<file path="src/rtl/tsf_pkg.sv">
package tsf_pkg;
  localparam int TSF_FLAGS = 3;
  localparam int FLG_A     = 0;
  localparam int FLG_B     = 1;
  localparam int FLG_WRAP  = 2;
endpackage

</file>
<file path="src/rtl/tsf_event_map.sv">
module tsf_event_map #(
  parameter int NUM_FLAGS = tsf_pkg::TSF_FLAGS
) (
  input  logic                 cnt_wrap_up,
  input  logic                 cnt_wrap_down,
  input  logic                 updown_mode,
  input  logic                 match_a,
  input  logic                 match_b,
  output logic [NUM_FLAGS-1:0] set_vec
);
  always_comb begin
    set_vec = '0;
    set_vec[tsf_pkg::FLG_A]    = match_a;
    set_vec[tsf_pkg::FLG_B]    = match_b;
    // a downward wrap only counts in bidirectional operation
    set_vec[tsf_pkg::FLG_WRAP] = cnt_wrap_up | (cnt_wrap_down & updown_mode);
  end
endmodule

</file>
<file path="src/rtl/tsf_flag_cell.sv">
module tsf_flag_cell (
  input  logic clk,
  input  logic rst_n,
  input  logic standby,
  input  logic set_evt,
  input  logic rd_en,
  input  logic wr_en,
  input  logic wr_bit,
  output logic flag
);
  logic armed;
  logic clr;
  logic flag_nxt;
  logic armed_nxt;

  assign clr = wr_en & ~wr_bit & armed;

  always_comb begin
    flag_nxt  = flag;
    armed_nxt = armed;
    if (set_evt) begin
      flag_nxt  = 1'b1;
      armed_nxt = 1'b0;
    end else if (clr) begin
      flag_nxt  = 1'b0;
      armed_nxt = 1'b0;
    end else if (rd_en && flag) begin
      armed_nxt = 1'b1;
    end
    if (standby) begin
      flag_nxt  = 1'b0;
      armed_nxt = 1'b0;
    end
  end

  always_ff @(posedge clk or negedge rst_n) begin
    if (!rst_n) begin
      flag  <= 1'b0;
      armed <= 1'b0;
    end else begin
      flag  <= flag_nxt;
      armed <= armed_nxt;
    end
  end
endmodule

</file>
<file path="src/rtl/tsf_status_reg.sv">
module tsf_status_reg #(
  parameter int REG_W     = 8,
  parameter int NUM_FLAGS = tsf_pkg::TSF_FLAGS
) (
  input  logic                 clk,
  input  logic                 rst_n,
  input  logic                 standby,
  input  logic                 cnt_wrap_up,
  input  logic                 cnt_wrap_down,
  input  logic                 updown_mode,
  input  logic                 match_a,
  input  logic                 match_b,
  input  logic                 rd_en,
  input  logic                 wr_en,
  input  logic [REG_W-1:0]     wr_data,
  output logic [REG_W-1:0]     rd_data,
  input  logic [NUM_FLAGS-1:0] irq_en,
  output logic [NUM_FLAGS-1:0] irq
);
  localparam int RSV_W = REG_W - NUM_FLAGS;

  logic [NUM_FLAGS-1:0] set_vec;
  logic [NUM_FLAGS-1:0] flags;
  logic [RSV_W-1:0]     wr_unused;

  assign wr_unused = wr_data[REG_W-1:NUM_FLAGS];

  tsf_event_map #(.NUM_FLAGS(NUM_FLAGS)) u_map (
    .cnt_wrap_up  (cnt_wrap_up),
    .cnt_wrap_down(cnt_wrap_down),
    .updown_mode  (updown_mode),
    .match_a      (match_a),
    .match_b      (match_b),
    .set_vec      (set_vec)
  );

  for (genvar g = 0; g < NUM_FLAGS; g++) begin : g_flag
    tsf_flag_cell u_cell (
      .clk    (clk),
      .rst_n  (rst_n),
      .standby(standby),
      .set_evt(set_vec[g]),
      .rd_en  (rd_en),
      .wr_en  (wr_en),
      .wr_bit (wr_data[g]),
      .flag   (flags[g])
    );
  end

  assign rd_data = {{RSV_W{1'b1}} | wr_unused | ~wr_unused, flags};
  assign irq     = flags & irq_en;
endmodule

</file>
<file path="config.mk">
export PLATFORM = sky130hd
export DESIGN_NAME = tsf_status_reg
export DESIGN_NICKNAME = d
export VERILOG_FILES = /design/src/rtl/tsf_pkg.sv /design/src/rtl/tsf_event_map.sv /design/src/rtl/tsf_flag_cell.sv /design/src/rtl/tsf_status_reg.sv
export SDC_FILE = /design/constraint.sdc
export NUM_CORES = 1
export LEC_CHECK = 0
export BUFFER_PORTS_ARGS = -buffer_cell sky130_fd_sc_hd__clkbuf_2
export CORE_AREA = 8 8 45 47
export CTS_BUF_LIST = sky130_fd_sc_hd__clkbuf_16
export CTS_CLUSTER_DIAMETER = 120
export DETAILED_ROUTE_END_ITERATION = 16
export DIE_AREA = 0 0 53 55
export HOLD_SLACK_MARGIN = 0.05
export SYNTH_ARGS = -nofsm -noshare
export SYNTH_HDL_FRONTEND = slang
export SYNTH_SLANG_ARGS = --single-unit
</file>
<file path="constraint.sdc">
create_clock -name clk -period 1.5 [get_ports clk]
set_clock_uncertainty 0.05 [all_clocks]
set_input_delay 0.075 -clock clk [delete_from_list [all_inputs] [get_ports clk]]
set_output_delay 0.075 -clock clk [all_outputs]
set_load 0.01 [all_outputs]
</file>
# Yosys cells after proc, flatten, opt, wreduce, memory -nomap -nowiden
# Cells that the tools add are included.
[op_classes] mux=21 bitwise=12 n_reduce_logical=9
[ops] operator="1-bit 2-to-1 mux" count=21
[ops] operator="4-bit nonzero test" count=3
[ops] operator="3-bit nonzero test" count=3
[ops] operator="1-bit AND" count=7
[ops] operator="3-bit AND" count=1
[ops] operator="1-bit logical AND" count=3
[ops] operator="1-bit NOT" count=3
[ops] operator="1-bit OR" count=1
[word_totals] reg_bits=6 inputBits=21 out_inout_bits=11 elab_cells=48

# Longest topological paths before layout
# Gate-level depths: netlist of the first run.
[logic_depth] ltp_word=6 depth_mapped=3 ltp_nobuf=3

# By module
# A second synthesis of the first run with hierarchy kept.
[hier_totals] cells_unflattened=36 hier_area_um2=367.9
[modules_own_cells] module="tsf_flag_cell" n_inst=3 cells_each=8 area_per_inst_um2=95.1 seq_area_each_um2=50.0
[modules_own_cells] module="tsf_status_reg" n_inst=1 cells_each=9 area_per_inst_um2=60.1 seq_area_each_um2=0.0
[modules_own_cells] module="tsf_event_map" n_inst=1 cells_each=3 area_per_inst_um2=22.5 seq_area_each_um2=0.0

# Worst setup path after synthesis of the first run
# Ideal clock, no wire load.
[synth_path] path_type="reg-to-reg" startpoint="register g_flag[1].u_cell.armed" endpoint="register g_flag[1].u_cell.armed" setup_ns=0.087 arrival_ns=0.715 required_time_ns=1.363 path_slack_ns=0.648 path_stages_with_launch=3 n_path_buf=0 synth_period_minus_slack_ns=0.852 path_cell_list="dfrtp_1 -> nand3b_1 -> a211oi_2"
[synth_via] elab_chain_len=4 word_cells_on_any_way=5 classes_between="3 x mux; 1 x bitwise; 1 x reduce/logical"
[synth_lines] item="start, declared" line="tsf_flag_cell.sv:11" source="logic armed;"
[synth_lines] item="start signal, assigned" line="tsf_flag_cell.sv:42" source="armed <= armed_nxt;"
[synth_lines] item="1-bit AND *" line="tsf_flag_cell.sv:16" source="assign clr = wr_en & ~wr_bit & armed;"
[synth_lines] item="1-bit 2-to-1 mux" line="tsf_flag_cell.sv:24" source="end else if (clr) begin"
[synth_lines] item="1-bit 2-to-1 mux" line="tsf_flag_cell.sv:21" source="if (set_evt) begin"
[synth_lines] item="1-bit 2-to-1 mux" line="tsf_flag_cell.sv:30" source="if (standby) begin"
# Every way passes the cells marked *; elsewhere a longest branch is shown, timed or not.
# A chain may end at the register's enable or synchronous reset.

# Final worst setup path of the first run
[layout_path] startpoint="register g_flag[2].u_cell.flag" endpoint="output irq[2]"
[layout_via] elab_chain_len=1
[layout_lines] item="start, declared" line="tsf_flag_cell.sv:9" source="output logic flag"
[layout_lines] item="start signal, assigned" line="tsf_flag_cell.sv:41" source="flag <= flag_nxt;"
[layout_lines] item="3-bit AND" line="tsf_status_reg.sv:51" source="assign irq = flags & irq_en;"
[layout_lines] item="end, declared" line="tsf_status_reg.sv:18" source="output logic [NUM_FLAGS-1:0] irq"
# Every way passes these cells.

==> results list, run 1 <==
- After the first detailed-routing iteration, the DRC count stood at 9.
- Net count reported at finish: 84
- In this design, the largest share of critical-path delay is due to flip-flops.
* Switching share of total power: between 10% and 20%
- Once layout is complete, the cells apart from fillers number 77.
- Counting flops with an async set or reset pin after synthesis yields a share of 100%.
- Traced cell by cell, the critical path runs through and2_1 > clkbuf_2.
- Required time at the endpoint of the critical path: ~1.4 ns
- Across all register-to-register paths, the minimum setup slack is 0.60 ns.
- Once the clock tree was built, the resizer swapped 0 gates to a different size.
- First-pass GRT wire length: approximately 1300 um
* Residual overflow from global routing: 0
* Top fanout value on the critical path: 4
* WL per Instance: approximately 13 um
* Hold bufs inserted after CTS: 3
- Setup-violating endpoint count in the final report: 0
* Largest stage delay on the critical path: a little under 0.4 ns
* Fin worst setup slack: approximately 0.47 ns
- The later pin in the worst-skew pair is clocked with a latency of 0.23 ns.
* Highest clock rate: around 970 MHz
* Placed cell count: approximately 70
- The number of antenna violations at the first check in global routing came to 0.
- Yosys instantiated no cell more often than buf_4.
- Detailed-routing iteration count for the pre-antenna-repair pass: 4
* Power per standard cell area: approximately 1300 nW/um^2
* Min-Delay Endpoint: g_flag[2].u_cell.flag
* Unrepaired setup endpoints after global routing: false
- Counting both buffers and inverters, the worst setup path holds a total of 1.
- 32 I/O pins were placed.
* Max-cap violations: 0
- For this run, the register share of the synthesized area comes to between 40 and 50%.
- Via-to-Cell Ratio: 4.39
- Of the post-synthesis cell area, the dominant cell type holds between 40 and 50%.
- Along the worst hold path, the cell count comes to 2.
- In the finished design, the share of the clock period the worst path needs comes to approximately two thirds.
- Signal arrival time at the worst endpoint: around 0.90 ns
- Averaged over all synthesized cells, the footprint is about 9.3 sq um.
* Pin count of the biggest net entering global routing: 7
- For the finished layout, the period the worst path requires is roughly 1 ns.
- Buffers placed on the I/O ports in this run total 21.
* Antenna Violating Nets Remaining: 0
* Number of setup buffers added after CTS: 0
- Initial core utilization: 25.5%
- Clock tree from TritonCTS: built
- Die Height: 55 um
- HPWL after detailed placement: ~770 um
- Crit path launch type: flop
- Among all flip-flop cells after synthesis, the most frequent one is dfrtp_1.
- In this run, CTS created clock tree buffers numbering 3.
- The startpoint identified for the worst hold timing path is standby.
- Combined area of all synthesized cells: 353 sq um
- Endpoint of the most critical register-to-register path: g_flag[1].u_cell.armed
- Critical Path Sink Type: output port
- Of the total power, combinational logic draws approximately 11%.
- From synthesis to final layout, the design area changed by 52.5%.
- Net switching component of the power: ~140 uW
* Htree depth: 1
- Depth of the worst register-to-register path: 2
- Maximum VDD drop: approximately 0.45 mV
* Status: completed
- The repair_antennas step left the layout with diodes totalling 0.
- Summed over all failing endpoints, the final setup total negative slack is 0 ns.
* Fraction of final layout cells sized beyond drive strength 1: ~44%
* Cell row count: 14
- For this design the static power due to leakage is between 0.0002 and 0.0003 uW.
- Clock power frac: 63.0%
- Core region area: around 1400 sq um
- Worst min path class: input pin to flop
- Netlist cell types: 16
- Synth area leader: dfrtp_1
- Area of the die: just under 3000 sq um
- Root cell of the clock tree: clkbuf_16
* DRC violations left: 0
- The number of global-route vias before repair was 331.
- By area the synthesized netlist is led by dfrtp_1 (43%), buf_4 (17%), nand3b_1 (6.4%).
- Final Hold Vio Count: 0
- In the synthesized netlist, the cells that appear most often are buf_4 (8), dfrtp_1 (6), a21oi_1 (4).
- Worst setup path class: flop to output port
- For this design, the slowest cell found on the critical path is dfrtp_1.
- The critical path runs through a total of 2 cells.
- Number of synthesized register bits: 6
* Number of sinks on the clock net: 6
* CTS max path bufs: 2
- Start of the worst register-to-register path: g_flag[1].u_cell.armed
- After technology mapping, the gate count stands at 38.
- Overall routing resource usage: under 10%
- In this run the cell area measured after placement is between 400 and 500 sq um.
- Slew Limit Fails: 0
- WL final: 987 um
* GP Congestion: approximately 0.67
- Cell internal power was estimated by the tool at 550 uW.
- Timing analysis after detailed placement gives a worst setup slack of between 0.6 and 0.7 ns.
* Non-Filler Cell Area, Final: 538 sq um
* Clock Pin Slew Worst Setup and Hold Paths: about 0.030 ns
- Sequential share of power: about 26%
- Share of the core filled with cells: 38.9%
- Yosys mapped a number of flops with a built-in enable equal to 0.
- The die is 53 um wide.
* Total number of yosys warnings: 0
- Routed vias: roughly 340
layout by cell type, fill, tap and decap left out:
cell type	n
nor2_1	2
dfrtp_1	6
o21ai_0	1
inv_1	1
nor3_2	1
o21ai_1	2
and2_1	3
nor3_1	1
clkbuf_2	21
a21oi_1	4
a21o_1	1
a211oi_2	1
conb_1	5
nand3b_1	3
a21oi_2	1
clkbuf_16	3
dlygate4sd3_1	3
nand2_1	2
final cells by class:
type | instances | area (sq um)
flip-flops and latches | 6 | 150
fillers | 150 | 846
well taps | 16 | 20.0
clock buffers | 3 | 75.1
inverters | 1 | 3.75
repair buffers | 24 | 135
multi-input cells | 27 | 154
how the worst max path moves through the flow:
stage	slack (ns)	end	from
6_report	0.47	irq[2]	g_flag[2].u_cell.flag
5_1_grt	0.44	irq[2]	g_flag[2].u_cell.flag
4_1_cts	0.46	irq[2]	g_flag[2].u_cell.flag
3_5_place_dp	0.61	g_flag[1].u_cell.armed	g_flag[1].u_cell.armed
3_3_place_gp	0.62	g_flag[1].u_cell.armed	g_flag[1].u_cell.armed
2_1_floorplan	0.65	g_flag[1].u_cell.armed	g_flag[1].u_cell.armed
flip-flops by register name, summed over array words and instances, names as in the netlist:
register and cells:
g_flag.u_cell.armed 3, g_flag.u_cell.flag 3
logic make-up (layout without fill, tap and decap cells):
group | after synthesis | after routing | share of synthesized area (%)
other cells | 1 | 5 | 1.06
compound gates | 10 | 10 | 18.1
simple gates | 12 | 12 | 20.2
flops | 6 | 6 | 42.6
buf+inv | 9 | 28 | 18.1
stage by stage:
step / hold slack (ns) / total power (uW)
6_report: 0.0652 / 686
3_3_place_gp: -0.139 / 249
5_1_grt: 0.0663 / 708
4_1_cts: 0.0624 / 690
2_1_floorplan: -0.271 / 226
3_5_place_dp: -0.135 / 250
per-layer routing:
layer  up-vias  routed length [um]  GRT usage, %  part of all wire [%]
li1        163                   -             -                     -
met5         -                   0             0                     0
met1       157                 315          6.01                    32
met3         3                 104          3.21                    11
met2        15                 552          11.1                    56
met4         0                  14          5.17                   1.4
power by group through the flow:
stage	combinational (uW)	clock [uW]	sequential, uW
finish	76.9	432	177
global route	84.4	445	179
CTS	77.6	435	178
detailed placement	70.9	0	180
global placement	69.8	0	179
floorplan	48.2	0	177
Note: power is estimated with default switching activity, not from simulation.
==> run 2: changes to the inputs <==
==> constraint.sdc (replaced) <==
create_clock -name clk -period 1.05 [get_ports clk]
set_clock_uncertainty 0.05 [all_clocks]
set_input_delay 0.0525 -clock clk [delete_from_list [all_inputs] [get_ports clk]]
set_output_delay 0.0525 -clock clk [all_outputs]
set_load 0.01 [all_outputs]
==> run 2 against run 1 <==
Compared with the run above:
- sequential cell count stayed put
- utilization is 1.4 points higher
- largest cell class is now non-clock buffers
- cell area rose by 3.7%
- clock-buffer cell count did not move
- hold slack worse by 0.0057 ns
- global-route usage grew 0.38 points
==> results list, run 2 (same netlist as run 1, synthesis figures left out) <==
- Status: completed
* Reported leakage power: 0.000287 uW (+3.0%)
- Cell row count: 14 (unchanged)
- DRC violations left: 0 (unchanged)
- Post-route fraction of the period consumed by the critical path: 95.9%
- Hold slack final: 0.0595 ns (-0.00568 ns)
* Htree depth: 1 (unchanged)
- The number of clock sinks seen by CTS came to 6 (unchanged).
- Via-to-Cell Ratio: 4.28 (-2.5%)
* Worst setup path class: flop to output port
* Master of the slowest instance on the critical path: dfrtp_1
- The number of buffers added by the clock tree synthesis step was 3 (unchanged).
- The iteration count of the initial detailed-routing pass was 1 (-3).
- The number of buffers between clock root and the deepest sink came to 2 (unchanged).
- Antenna Violating Nets Remaining: 0 (unchanged)
- The y dimension of the die is 55 um (unchanged).
- The number of nets in the layout is 86 (+2.4%).
- The area of the core is 1380 sq um (unchanged).
- The worst hold path belongs to the class input pin to flop.
- The number of global-route vias before repair was 355 (+7.3%).
* Power share of the combinational group: 11.7% (+0.5 points)
- The maximum resistive drop on vdd was 0.744 mV (+64%).
* Net switching component of the power: 192 uW (+41%)
- The top-level port count came to 32 (unchanged).
- Sequential share of power: 25.8% (about the same)
* Cell-internal power: 790 uW (+44%)
* Worst skew pair latency: 0.23 ns (about the same)
- Largest registers: g_flag.u_cell.armed: 3 flops, g_flag.u_cell.flag: 3 flops
* Slew Limit Fails: 0 (unchanged)
* Switching share of total power: 19.6% (-0.31 points)
- Most frequent standard cell in the layout excluding fill and tap cells: clkbuf_2
- Largest stage delay on the critical path: 0.39 ns (about the same)
* Power per standard cell area: 1760 nW/um^2 (+38%)
- Die X: 53 um (unchanged)
- The number of hold buffers added after CTS came to 5 (+2).
- First-pass GRT wire length: 1410 um (+6.8%)
- The pin count of the biggest net entering global routing is 7 (unchanged).
- Sequence of cells on the critical path: and2_1 > clkbuf_2
- STA classifies the critical path startpoint as a flop.
- The maximum fanout along the worst path was 4 (unchanged).
- Root cell of the clock tree: clkbuf_16
- Setup repair after global routing left no endpoint under its margin.
* Final antenna diode count: 0 (unchanged)
- Clock power frac: 62.5% (-0.5 points)
- The smallest clock period supported by the final layout is computed as ~1.0 ns.
* Number of antenna violations at the first check in global routing: 0 (unchanged)
- Number of buffers and inverters on the critical path: 1 (unchanged)
- Derived from the worst setup path, the maximum achievable clock frequency is roughly 990 MHz.
- The number of buffers inserted by post-CTS setup repair came to 0 (unchanged).
* HPWL after detailed placement: 772 um (+0.36%)
* Number of design-rule violations left by the first detailed-router iteration: 0 (-9)
* WL per Instance: 12.5 um (-2.7%)
- Critical Path Sink Type: output port
* Area of the die: 2920 sq um (unchanged)
* GP Congestion: 0.668 (-0.15%)
* Input/output buffers: 21 (unchanged)
* Syn-to-layout area delta: 58.2%
* Setup-violating endpoint count in the final report: 0 (unchanged)
- The number of endpoints with negative hold slack in the final report came to 0 (unchanged).
* Initial core utilization: 25.5% (unchanged)
* Routed vias: 338 (unchanged)
* Total Negative Setup Slacks: 0 ns (unchanged)
- Clock tree from TritonCTS: built
- Post_cts resized: 0 (unchanged)
* Delay-heaviest family, CP: flip-flops
* WL final: 985 um (-0.20%)
* Residual overflow from global routing: 0 (unchanged)
- Clock Pin Slew Worst Setup and Hold Paths: 0.04 ns (about the same)
- The number of filler cells placed in the layout came to 146 (-2.7%).
- Max-cap violations: 0 (unchanged)
- In the layout the commonest cells are clkbuf_2 (21), dfrtp_1 (6), conb_1 (5), dlygate4sd3_1 (5), a21oi_1 (4).
- The required time at the endpoint of the critical path came to 0.95 ns (-0.42 ns).
* Overall routing resource usage: 6.97% (+0.38 points)
* Fraction of final layout cells sized beyond drive strength 1: 42.9% (-1.4 points)
- The data arrival time of the critical path was 0.90 ns (about the same).
[run 2: path summary, 6_finish.rpt]
kind                                           to  cells after the start                   start  slack (ns)
setup / recovery                           irq[2]                      2   g_flag[2].u_cell.flag        0.04
hold / removal              g_flag[2].u_cell.flag                      3             updown_mode        0.06
setup reg to reg           g_flag[1].u_cell.armed                      2  g_flag[1].u_cell.armed        0.15
hold reg to reg            g_flag[2].u_cell.armed                      2  g_flag[2].u_cell.armed        0.48
max in group asynchronous   g_flag[1].u_cell.flag                      2                   rst_n        0.65
min in group asynchronous  g_flag[0].u_cell.armed                      2                   rst_n        0.14
[run 2: power by group through the flow]
stage,combinational [uW],clock (uW),sequential [uW]
3_3_place_gp,99.7,0,256
2_1_floorplan,68.8,0,254
4_1_cts,117,628,254
3_5_place_dp,101,0,256
5_1_grt,127,646,256
6_report,115,614,254
[run 2: cell type report]
cell class                      count  area (sq um)  area share [%]
Clock buffer                        3          75.1            13.5
Sequential cell                     6           150            26.9
Tap cell                           16          20.0            3.59
Inverter                            1          3.75           0.673
Multi-Input combinational cell     27           154            27.6
Timing Repair Buffer               26           155            27.8
[run 2: worst register-to-register path: stages (launching register included)]
cell and delay (ns):
dfrtp_1 0.37, nand3b_1 0.17, a211oi_2 0.22
[run 2: metrics by stage]
step	instances	power [uW]	util [%]	cell area, sq um	worst slack, ns
after floorplan	42	322	-	368	0.198
final	79	983	40.3	558	0.0431
after global routing	79	1030	40.3	558	0.00589
after CTS	79	998	40.3	558	0.0346
after detailed placement	71	358	31.3	433	0.155
after global placement	71	355	31.3	433	0.173
[run 2: layer usage]
layer	share of wire (%)	wire (um)	vias up	global-route usage, %
met5	0	0	-	0
met4	0	0	0	3.88
met3	7.7	76	0	4.01
met2	58	576	10	11.7
met1	34	332	160	6.61
li1	-	-	168	-
